<file path="src/rtl/msi_gen_pkg.sv">
package msi_gen_pkg;

    localparam int NUM_VEC          = 32;
    localparam int VEC_W            = $clog2(NUM_VEC);
    localparam int ADDR_W           = 64;
    localparam int DATA_W           = 16;
    localparam int CTL_EN_BIT       = 16;
    localparam int CTL_MME_LSB      = 20;
    localparam int CTL_MME_W        = 3;
    localparam int CMD_INTX_DIS_BIT = 10;

    typedef enum logic [1:0] {
        ST_SENT = 2'd0,
        ST_HELD = 2'd1,
        ST_DROP = 2'd2
    } msi_status_e;

    typedef struct packed {
        logic              valid;
        logic [ADDR_W-1:0] addr;
        logic [DATA_W-1:0] data;
    } msi_wr_t;

    typedef struct packed {
        logic              ack;
        msi_status_e       status;
    } msi_resp_t;

    // Clamp the count exponent to the number of vector bits available.
    function automatic int unsigned mme_log(input logic [CTL_MME_W-1:0] mme);
        int unsigned v;
        v = int'(mme);
        return (v > VEC_W) ? VEC_W : v;
    endfunction

    // OR the vector number into the low bits permitted by the low-bit mask.
    function automatic logic [DATA_W-1:0] compose_data(
        input logic [DATA_W-1:0] base,
        input logic [VEC_W-1:0]  vec,
        input logic [VEC_W-1:0]  low_mask
    );
        logic [DATA_W-1:0] ext;
        ext = '0;
        ext[VEC_W-1:0] = vec & low_mask;
        return base | ext;
    endfunction

endpackage

</file>
<file path="src/rtl/msi_vec_window.sv">
module msi_vec_window
    import msi_gen_pkg::*;
#(
    parameter int N_VEC = NUM_VEC,
    parameter int V_W   = VEC_W
) (
    input  logic [31:0]      ctl_dw,
    output logic             msi_en,
    output logic [N_VEC-1:0] in_range,
    output logic [V_W-1:0]   low_mask
);
    logic [CTL_MME_W-1:0] mme;
    int unsigned          log_cnt;

    assign mme    = ctl_dw[CTL_MME_LSB +: CTL_MME_W];
    assign msi_en = ctl_dw[CTL_EN_BIT];

    always_comb log_cnt = mme_log(mme);

    genvar gi;
    generate
        for (gi = 0; gi < N_VEC; gi++) begin : g_rng
            assign in_range[gi] = (gi < (1 << log_cnt));
        end
        for (gi = 0; gi < V_W; gi++) begin : g_low
            assign low_mask[gi] = (gi < log_cnt);
        end
    endgenerate

endmodule

</file>
<file path="src/rtl/msi_pend_arb.sv">
module msi_pend_arb
    import msi_gen_pkg::*;
#(
    parameter int N_VEC = NUM_VEC,
    parameter int V_W   = VEC_W
) (
    input  logic             clk,
    input  logic             rst,
    input  logic             set_en,
    input  logic [V_W-1:0]   set_idx,
    input  logic             clr_en,
    input  logic [V_W-1:0]   clr_idx,
    input  logic [N_VEC-1:0] release_ok,
    output logic             grant_valid,
    output logic [V_W-1:0]   grant_idx
);
    logic [N_VEC-1:0] pend_q;
    logic [N_VEC-1:0] pend_d;
    logic [N_VEC-1:0] elig;
    logic [N_VEC-1:0] set_vec;
    logic [N_VEC-1:0] clr_vec;

    genvar gi;
    generate
        for (gi = 0; gi < N_VEC; gi++) begin : g_bit
            assign set_vec[gi] = set_en && (set_idx == V_W'(gi));
            assign clr_vec[gi] = clr_en && (clr_idx == V_W'(gi));
            assign pend_d[gi]  = (pend_q[gi] & ~clr_vec[gi]) | set_vec[gi];
            assign elig[gi]    = pend_q[gi] & release_ok[gi];
        end
    endgenerate

    always_ff @(posedge clk) begin
        if (rst) pend_q <= '0;
        else     pend_q <= pend_d;
    end

    // Lowest index wins: scan downward so the last hit is the smallest.
    always_comb begin
        grant_valid = 1'b0;
        grant_idx   = '0;
        for (int i = N_VEC - 1; i >= 0; i--) begin
            if (elig[i]) begin
                grant_valid = 1'b1;
                grant_idx   = V_W'(i);
            end
        end
    end

    AST_CLR_ONLY_PENDING: assert property (@(posedge clk) disable iff (rst)
        clr_en |-> pend_q[clr_idx]);

    AST_ONE_CLEAR: assert property (@(posedge clk) disable iff (rst)
        $onehot0(clr_vec));

    AST_LOWEST_FIRST: assert property (@(posedge clk) disable iff (rst)
        grant_valid |-> ((elig & ((N_VEC'(1) << grant_idx) - N_VEC'(1))) == '0));

    AST_CLEARED_AFTER_SEND: assert property (@(posedge clk) disable iff (rst)
        (clr_en && !(set_en && set_idx == clr_idx)) |=> !pend_q[$past(clr_idx)]);

endmodule

</file>
<file path="src/rtl/msi_gen.sv">
module msi_gen
    import msi_gen_pkg::*;
#(
    parameter int N_VEC = NUM_VEC,
    parameter int V_W   = VEC_W,
    parameter int A_W   = ADDR_W,
    parameter int D_W   = DATA_W
) (
    input  logic           clk,
    input  logic           rst,
    input  logic [15:0]    cfg_cmd,
    input  logic [31:0]    cfg_msi_ctl,
    input  logic [A_W-1:0] cfg_msi_addr,
    input  logic [D_W-1:0] cfg_msi_data,
    input  logic [N_VEC-1:0] cfg_msi_mask,
    input  logic           app_req,
    input  logic [V_W-1:0] app_vec,
    output logic           app_ack,
    output logic [1:0]     app_status,
    output logic           wr_valid,
    output logic [A_W-1:0] wr_addr,
    output logic [D_W-1:0] wr_data
);
    logic             msi_en;
    logic [N_VEC-1:0] in_range;
    logic [V_W-1:0]   low_mask;
    logic [N_VEC-1:0] release_ok;
    logic             grant_valid;
    logic [V_W-1:0]   grant_idx;

    logic             live;
    logic             live_ok;
    logic             live_masked;
    logic             set_en;
    logic [V_W-1:0]   send_vec;
    msi_wr_t          wr_d, wr_q;
    msi_resp_t        rsp_d, rsp_q;
    logic             legacy_off;

    // The legacy-disable bit belongs to the INTx path; MSI ignores it.
    assign legacy_off = cfg_cmd[CMD_INTX_DIS_BIT];

    msi_vec_window #(.N_VEC(N_VEC), .V_W(V_W)) u_win (
        .ctl_dw   (cfg_msi_ctl),
        .msi_en   (msi_en),
        .in_range (in_range),
        .low_mask (low_mask)
    );

    assign release_ok = ~cfg_msi_mask & in_range & {N_VEC{msi_en}};

    msi_pend_arb #(.N_VEC(N_VEC), .V_W(V_W)) u_arb (
        .clk         (clk),
        .rst         (rst),
        .set_en      (set_en),
        .set_idx     (app_vec),
        .clr_en      (grant_valid),
        .clr_idx     (grant_idx),
        .release_ok  (release_ok),
        .grant_valid (grant_valid),
        .grant_idx   (grant_idx)
    );

    always_comb begin
        live        = app_req && !rsp_q.ack && !grant_valid;
        live_ok     = msi_en && in_range[app_vec];
        live_masked = cfg_msi_mask[app_vec];
        set_en      = live && live_ok && live_masked;
        send_vec    = grant_valid ? grant_idx : app_vec;

        wr_d.valid  = grant_valid || (live && live_ok && !live_masked);
        wr_d.addr   = cfg_msi_addr;
        wr_d.data   = compose_data(cfg_msi_data, send_vec, low_mask);

        rsp_d.ack   = live;
        if (!live_ok)        rsp_d.status = ST_DROP;
        else if (live_masked) rsp_d.status = ST_HELD;
        else                 rsp_d.status = ST_SENT;
    end

    always_ff @(posedge clk) begin
        if (rst) begin
            wr_q  <= '0;
            rsp_q <= '{ack: 1'b0, status: ST_SENT};
        end else begin
            wr_q  <= wr_d;
            rsp_q <= rsp_d;
        end
    end

    assign wr_valid   = wr_q.valid;
    assign wr_addr    = wr_q.addr;
    assign wr_data    = wr_q.data;
    assign app_ack    = rsp_q.ack;
    assign app_status = rsp_q.status;

    AST_ACK_PULSE: assert property (@(posedge clk) disable iff (rst)
        app_ack |=> !app_ack);

    AST_SENT_WRITES: assert property (@(posedge clk) disable iff (rst)
        (app_ack && app_status == ST_SENT) |-> wr_valid);

    AST_DROP_SILENT: assert property (@(posedge clk) disable iff (rst)
        (app_ack && app_status == ST_DROP) |-> !wr_valid);

    AST_HELD_SILENT: assert property (@(posedge clk) disable iff (rst)
        (app_ack && app_status == ST_HELD) |-> !wr_valid);

    AST_WRITE_NEEDS_ENABLE: assert property (@(posedge clk) disable iff (rst)
        wr_valid |-> $past(cfg_msi_ctl[CTL_EN_BIT]));

    AST_PENDING_BEATS_LIVE: assert property (@(posedge clk) disable iff (rst)
        (grant_valid && app_req) |=> !app_ack);

    AST_NO_UNUSED_STATUS: assert property (@(posedge clk) disable iff (rst)
        app_ack |-> (app_status != 2'd3));

    AST_LEGACY_BIT_KNOWN: assert property (@(posedge clk) disable iff (rst)
        !$isunknown(legacy_off));

endmodule

</file>
<file path="config.mk">
export PLATFORM = sky130hd
export DESIGN_NAME = msi_gen
export DESIGN_NICKNAME = d
export VERILOG_FILES = /design/src/rtl/msi_gen_pkg.sv /design/src/rtl/msi_vec_window.sv /design/src/rtl/msi_pend_arb.sv /design/src/rtl/msi_gen.sv
export SDC_FILE = /design/constraint.sdc
export NUM_CORES = 1
export LEC_CHECK = 0
export ABC_CLOCK_PERIOD_IN_PS = 7100
export BUFFER_PORTS_ARGS = -buffer_cell sky130_fd_sc_hd__buf_2
export CAP_MARGIN = 20
export CORE_UTILIZATION = 45
export CTS_BUF_LIST = sky130_fd_sc_hd__clkbuf_4
export DETAILED_ROUTE_END_ITERATION = 12
export PLACE_DENSITY = 0.8
export SLEW_MARGIN = 10
export SYNTH_ARGS = -nofsm -noshare
export SYNTH_HDL_FRONTEND = slang
export SYNTH_SLANG_ARGS = --single-unit
export TNS_END_PERCENT = 100
</file>
<file path="constraint.sdc">
create_clock -name clk -period 7.1 [get_ports clk]
set_input_delay 1.065 -clock clk [delete_from_list [all_inputs] [get_ports clk]]
set_output_delay 1.065 -clock clk [all_outputs]
set_load 0.005 [all_outputs]
</file>
==> results.py, run 1 <==
metrics = {
    "worst_setup_path": {
        "path_max_fanout": 7,
        "cp.required_ns": 7.55,
        "path_cells": "buf_2 > nor2b_1 > a2111oi_0 > a31oi_1 > and4bb_4 > nor3b_4 > nor3b_4 > nand3_1 > a21oi_1",
        "worstSetupStartpointType": "input pin",
        "reg2reg_from": "u_arb.pend_q[23]",
        "worst-path-buf-inv": 1,
        "crit_path_end_kind": "flip-flop",
        "timing.rr.end": "u_arb.pend_q[24]",
        "arrival_ns": 3.85,
        "r2r_cells": 8,
        "path_class": "input pin to flip-flop",
        "critical-path-top-delay-family": "simple AND/OR/NAND/NOR gates",
        "path_common_cell": "nor3b_4",
        "rrSetupSlack_ns": 3.93,
        "slowest_delay_ns": 0.68,
        "slowest_stage": "a2111oi_0",
    },
    "floorplan": {
        "die_h_um": 105,
        "rows": 37,
        "core_mm2": 0.0104,
        "dieWidth_um": 105,
        "ios": 252,
        "die_area_mm2": 0.0111,
        "start_util": 0.464,
    },
    "timing": {
        "tightest_slew_ns": 0.935,
        "max_freq_mhz": 294,
        "finalHoldViolations": 0,
        "rsz0062_at_grt": "false",
        "slew-limit-headroom": 0.371,
        "finalMaxSlewViolations": 0,
        "fin_skew_ns": 0.0196,
        "setup_violations": 0,
        "period_share": 0.479,
        "period_minus_slack_ns": 3.40,
        "fin_tns_setup_ns": 0,
    },
    "synthesis": {
        "ys_warn_count": 0,
        "synth_cell_types": 54,
        "synthCells": 516,
        "async_reset_ff_frac": 0,
        "syn_nets": 684,
        "synth_edf_count": 0,
        "ys_ff_latch": 116,
        "ys_seq_area_frac": 0.482,
        "avgSynthCellArea_um2": 9.33,
        "synth.cell_area_mm2": 0.00481,
        "synthFlopType": "dfxtp_1",
    },
    "finish": {
        "seq_area_mm2": 0.00232,
        "fin_area_mm2": 0.00626,
        "nets": 888,
        "drive_gt1_frac": 0.351,
        "nFillCells": 931,
        "antenna_cells": 0,
        "multi_input_area_mm2": 0.00236,
        "syn_to_final_growth_pct": 30.0,
        "final_core_util": 0.604,
    },
    "route": {
        "num_vias": 4763,
        "ant_nets": 0,
        "drt-wirelength-per-cell_um": 17.8,
        "drtPass1Iterations": 5,
        "wirelength_mm": 15.5,
        "route.detailed.drc": 0,
        "viasPerCell": 5.48,
        "drtIter0Drc": 299,
    },
    "pwr": {
        "switching_share": 0.246,
        "internal_power_mw": 1.04,
        "vdd_drop_max_uv": 186,
        "p_clk_frac": 0.396,
        "seqPwrFrac": 0.497,
        "switchingPower_mw": 0.337,
        "pwr-share-comb": 0.106,
        "power_density_mw_per_mm2": 219,
        "power_leakage_nw": 2.72,
    },
    "clock_tree": {
        "postCtsSetupBuffers": 0,
        "cts_made_buffers": 17,
        "clockRootBuffer": "clkbuf_4",
        "cts_hold_buf": 0,
        "cts_resized": 0,
        "clk_latency_ns": 0.51,
        "clockBufferDepth": 2,
        "clk_pin_slew_ns": 0.11,
        "htreeDepth": 4,
        "tritoncts": "done",
        "clock_sinks": 116,
    },
    "placement": {
        "port_buffers": 207,
        "gp_congestion": 1.06,
        "post-dp-hpwl_mm": 11.8,
        "place_area_mm2": 0.00594,
    },
    "outcome": {
        "outcome": "finished, final reports clean",
    },
    "min_path": {
        "min_from": "u_arb.pend_q[13]",
        "hold_end": "u_arb.pend_q[13]",
        "hp-class": "flip-flop to flip-flop",
        "hold_path_depth": 2,
    },
    "global_routing": {
        "antenna_found_initial": 0,
        "grt_use_total": 0.284,
        "grt_pass1_vias": 4690,
        "grt_overflow": 0,
        "grt_max_degree": 53,
        "grt_pass1_wl_mm": 23.9,
    },
    "run": {
        "cap_violations": 0,
    },
}
power groups by stage:
stage	sequential, mW	combinational (mW)	clock (mW)
3_3_place_gp	0.697	0.142	0
5_1_grt	0.686	0.158	0.585
2_1_floorplan	0.702	0.0621	0
6_report	0.683	0.146	0.544
4_1_cts	0.684	0.146	0.553
3_5_place_dp	0.698	0.145	0
synthesized netlist by cell type (2+ instances only):
cell type / count / share of area
or4_1: 2 / 0.0031
nand4_1: 3 / 0.0039
o22ai_1: 2 / 0.0026
nand2_1: 35 / 0.027
clkbuf_1: 19 / 0.015
o21bai_1: 2 / 0.0031
buf_2: 4 / 0.0042
o21a_1: 2 / 0.0031
o2111ai_1: 2 / 0.0036
a31oi_1: 7 / 0.0091
and3_1: 4 / 0.0052
o211ai_1: 4 / 0.0062
nand3b_1: 4 / 0.0062
o21ai_0: 27 / 0.028
nor2_1: 23 / 0.018
a21oi_1: 34 / 0.035
o311ai_0: 8 / 0.015
nor3b_1: 4 / 0.0062
inv_1: 5 / 0.0039
o21ba_2: 2 / 0.0042
a211oi_1: 8 / 0.012
o21ai_1: 8 / 0.0083
mux4_2: 8 / 0.037
nor3_1: 6 / 0.0062
and2_1: 4 / 0.0052
nand3_1: 11 / 0.011
nor3b_4: 2 / 0.0078
nor4_1: 4 / 0.0052
nor2b_1: 101 / 0.13
dfxtp_1: 116 / 0.48
and3b_1: 2 / 0.0036
nand4b_1: 2 / 0.0036
nand2b_1: 21 / 0.027
a22oi_1: 2 / 0.0031
o31ai_1: 9 / 0.014
per-stage QoR:
| stage | hold slack, ns | worst slack (ns) | instances | total power, mW |
|---|---|---|---|---|
| after global routing | 0.483 | 3.57 | 869 | 1.43 |
| after floorplan | 0.431 | 3.76 | 516 | 0.765 |
| after detailed placement | 0.450 | 3.21 | 837 | 0.844 |
| after CTS | 0.465 | 3.75 | 869 | 1.38 |
| after global placement | 0.450 | 3.23 | 837 | 0.839 |
| final | 0.472 | 3.70 | 869 | 1.37 |
cell usage in the layout (no fill, tap or decap), types with 3 or more instances in the layout:
cell / count
nor2_1: 23
inv_1: 5
o21ai_0: 27
nand2_1: 35
dfxtp_1: 116
o311ai_0: 8
and2_1: 4
nor2b_1: 101
nand4_1: 3
a31oi_1: 7
nand2b_1: 21
clkinv_1: 3
buf_2: 206
clkbuf_4: 19
mux4_2: 8
nand3b_1: 4
nor3b_1: 4
o21ai_1: 8
buf_4: 3
o31ai_1: 9
nor3_1: 6
bufinv_16: 4
nand3_1: 11
and3_1: 4
clkinvlp_4: 3
nor4_1: 4
o211ai_1: 4
a21oi_1: 34
a211oi_1: 8
registers in the layout, summed over array words and instances (netlist names):
signal,flops
app_status,2
u_arb.pend_q,32
app_ack,1
wr_valid,1
wr_data,16
wr_addr,64
per-layer routing:
metal | share of wire | wire [um] | GRT usage
met1 | 0.36 | 5520 | 0.303
met2 | 0.50 | 7720 | 0.500
met3 | 0.11 | 1660 | 0.0952
met4 | 0.038 | 581 | 0.143
met5 | 0 | 0 | 0
area by class of cell:
type / instances / area share
multi-input combinational: 369 / 0.378
sequential: 116 / 0.371
timing repair buffer: 209 / 0.168
clock inverter: 13 / 0.0290
tap: 136 / 0.0272
clock buffer: 19 / 0.0228
inverter: 7 / 0.00420
worst register-to-register path, stage by stage, from the launching register on:
cell and delay, ns:
dfxtp_1 0.33, nor2b_1 0.15, a2111oi_0 0.68, a31oi_1 0.33
and4bb_4 0.50, nor3b_4 0.31, nor3b_4 0.52, nand3_1 0.14
a21oi_1 0.16
cell families (layout without fill, tap and decap cells):
kind of cell,Yosys count,in the layout,share of synthesized area
AO/OA/AOI/OAI,125,125,0.165
buffers and inverters,31,248,0.0268
flip-flops,116,116,0.482
multiplexers,10,10,0.0418
AND/OR/NAND/NOR,234,234,0.284
worst max path at each step:
stage | startpoint | to | cells past startpoint
finish | cfg_msi_mask[23] | u_arb.pend_q[24] | 9
global route | cfg_msi_mask[21] | u_arb.pend_q[24] | 9
CTS | cfg_msi_mask[23] | u_arb.pend_q[24] | 9
detailed placement | cfg_msi_mask[23] | u_arb.pend_q[24] | 9
global placement | cfg_msi_mask[23] | u_arb.pend_q[24] | 9
floorplan | app_vec[0] | u_arb.pend_q[0] | 10
(Power assumes the default switching activity.)
==> run 2: changes to the inputs <==
- ABC_CLOCK_PERIOD_IN_PS: 7100 -> 2900
- CORE_UTILIZATION: 45 -> 42
- PLACE_DENSITY: 0.8 -> 0.78
- clock period: 7.1 -> 2.9 ns (I/O delays scaled with it)
==> results.py, run 2 (synthesis results as in run 1) <==
metrics = {
    "outcome": {
        "outcome": "finished, final reports clean",
    },
    "timing": {
        "fin_skew_ns": 0.0104,
        "period_minus_slack_ns": 2.71,
        "max_freq_mhz": 369,
        "slew-limit-headroom": 0.513,
        "fin_tns_setup_ns": 0,
        "tightest_slew_ns": 0.728,
        "rsz0062_at_grt": "false",
        "finalMaxSlewViolations": 0,
        "setup_violations": 0,
        "finalHoldViolations": 0,
        "period_share": 0.935,
    },
    "finish": {
        "drive_gt1_frac": 0.369,
        "nFillCells": 970,
        "largest_reg_flops": 64,
        "nets": 909,
        "layout_commonest_cell": "buf_2",
        "final_core_util": 0.582,
        "mostFrequentLayoutCells": "206 x buf_2, 116 x dfxtp_1, 101 x nor2b_1",
        "syn_to_final_growth_pct": 32.7,
    },
    "placement": {
        "post-dp-hpwl_mm": 11.7,
        "port_buffers": 207,
        "gp_congestion": 0.935,
    },
    "global_routing": {
        "grt_max_degree": 61,
        "grt_pass1_vias": 4580,
        "grt_pass1_wl_mm": 23.1,
        "grt_use_total": 0.263,
        "grt_overflow": 0,
        "antenna_found_initial": 2,
    },
    "clock_tree": {
        "clk_pin_slew_ns": 0.12,
        "clk_latency_ns": 0.49,
        "clockBufferDepth": 2,
        "cts_made_buffers": 17,
        "postCtsSetupBuffers": 0,
        "cts_resized": 0,
        "clock_sinks": 116,
        "cts_hold_buf": 0,
        "tritoncts": "done",
        "htreeDepth": 4,
        "clockRootBuffer": "clkbuf_4",
    },
    "pwr": {
        "power_leakage_nw": 2.80,
        "power_density_mw_per_mm2": 504,
        "vdd_drop_max_uv": 375,
        "switchingPower_mw": 0.846,
        "seqPwrFrac": 0.519,
        "pwr-share-comb": 0.114,
        "internal_power_mw": 2.37,
        "switching_share": 0.263,
        "p_clk_frac": 0.367,
    },
    "run": {
        "cap_violations": 0,
    },
    "floorplan": {
        "ios": 252,
        "die_h_um": 109,
        "core_mm2": 0.0110,
        "die_area_mm2": 0.0119,
        "start_util": 0.438,
        "rows": 38,
        "dieWidth_um": 109,
    },
    "route": {
        "ant_nets": 0,
        "drt-wirelength-per-cell_um": 17.0,
        "wirelength_mm": 15.2,
        "num_vias": 4798,
        "route.detailed.drc": 0,
        "viasPerCell": 5.35,
        "drtIter0Drc": 291,
        "drtPass1Iterations": 5,
    },
    "worst_setup_path": {
        "rrSetupSlack_ns": 0.19,
        "arrival_ns": 3.14,
        "cp.required_ns": 3.32,
        "worst-path-buf-inv": 1,
        "slowest_stage": "o41ai_1",
        "critical-path-top-delay-family": "simple AND/OR/NAND/NOR gates",
        "crit_path_end_kind": "flip-flop",
        "worstSetupStartpointType": "flip-flop",
        "path_max_fanout": 7,
        "path_class": "flip-flop to flip-flop",
        "path_cells": "nor2b_1 > o41ai_1 > nor2b_1 > and4bb_4 > nor3b_4 > nor3b_4 > buf_4 > nand3_1 > a21oi_1",
        "slowest_delay_ns": 0.49,
    },
    "min_path": {
        "hp-class": "input pin to flip-flop",
    },
}
run 2: cell types whose count changed in the layout (fill, tap and decap cells not counted), sizes merged:
cell	delta
buf	+21
bufinv	-2
clkinv	+2
diode	+2
inv	+2
clkbuf	-1
clkinvlp	-1
run 2: cell type report:
type / count / area [um^2] / share of cell area
inverters: 7 / 26.3 / 0.00411
diodes: 2 / 5.00 / 0.000783
well taps: 140 / 175 / 0.0274
clock buffers: 18 / 135 / 0.0211
clock inverters: 14 / 153 / 0.0239
repair buffers: 230 / 1210 / 0.190
flip-flops and latches: 116 / 2320 / 0.363
multi-input cells: 369 / 2360 / 0.370
run 2: worst paths after layout:
path,start,end,cells after the start
setup / recovery,u_arb.pend_q[14],u_arb.pend_q[24],9
setup reg to reg,u_arb.pend_q[14],u_arb.pend_q[24],9
hold reg to reg,u_arb.pend_q[13],u_arb.pend_q[13],2
hold / removal,cfg_msi_addr[44],wr_addr[44],2
run 2: through the flow:
step                      setup WS [ns]  total power [mW]  hold WS [ns]  instances  cell area [um^2]
final                             0.190              3.22         0.135        896              6390
after detailed placement         0.0342              2.08         0.452        862              6100
after floorplan                   0.189              1.87         0.431        516              4810
after global routing             0.0624              3.36         0.104        896              6390
after global placement           0.0237              2.07         0.446        862              6100
after CTS                         0.249              3.25         0.103        894              6390
run 2: layer usage:
metal	GRT usage	wire length, um	vias up
met5	0	0	-
met4	0.145	553	0
met3	0.0687	1350	43
met2	0.452	7600	250
met1	0.294	5710	2224
li1	-	-	2281
run 2: power groups by stage:
stage	logic [mW]	clock network, mW	registers [mW]
finish	0.367	1.18	1.67
global route	0.397	1.28	1.68
CTS	0.369	1.20	1.67
detailed placement	0.368	0	1.71
global placement	0.360	0	1.71
floorplan	0.152	0	1.72
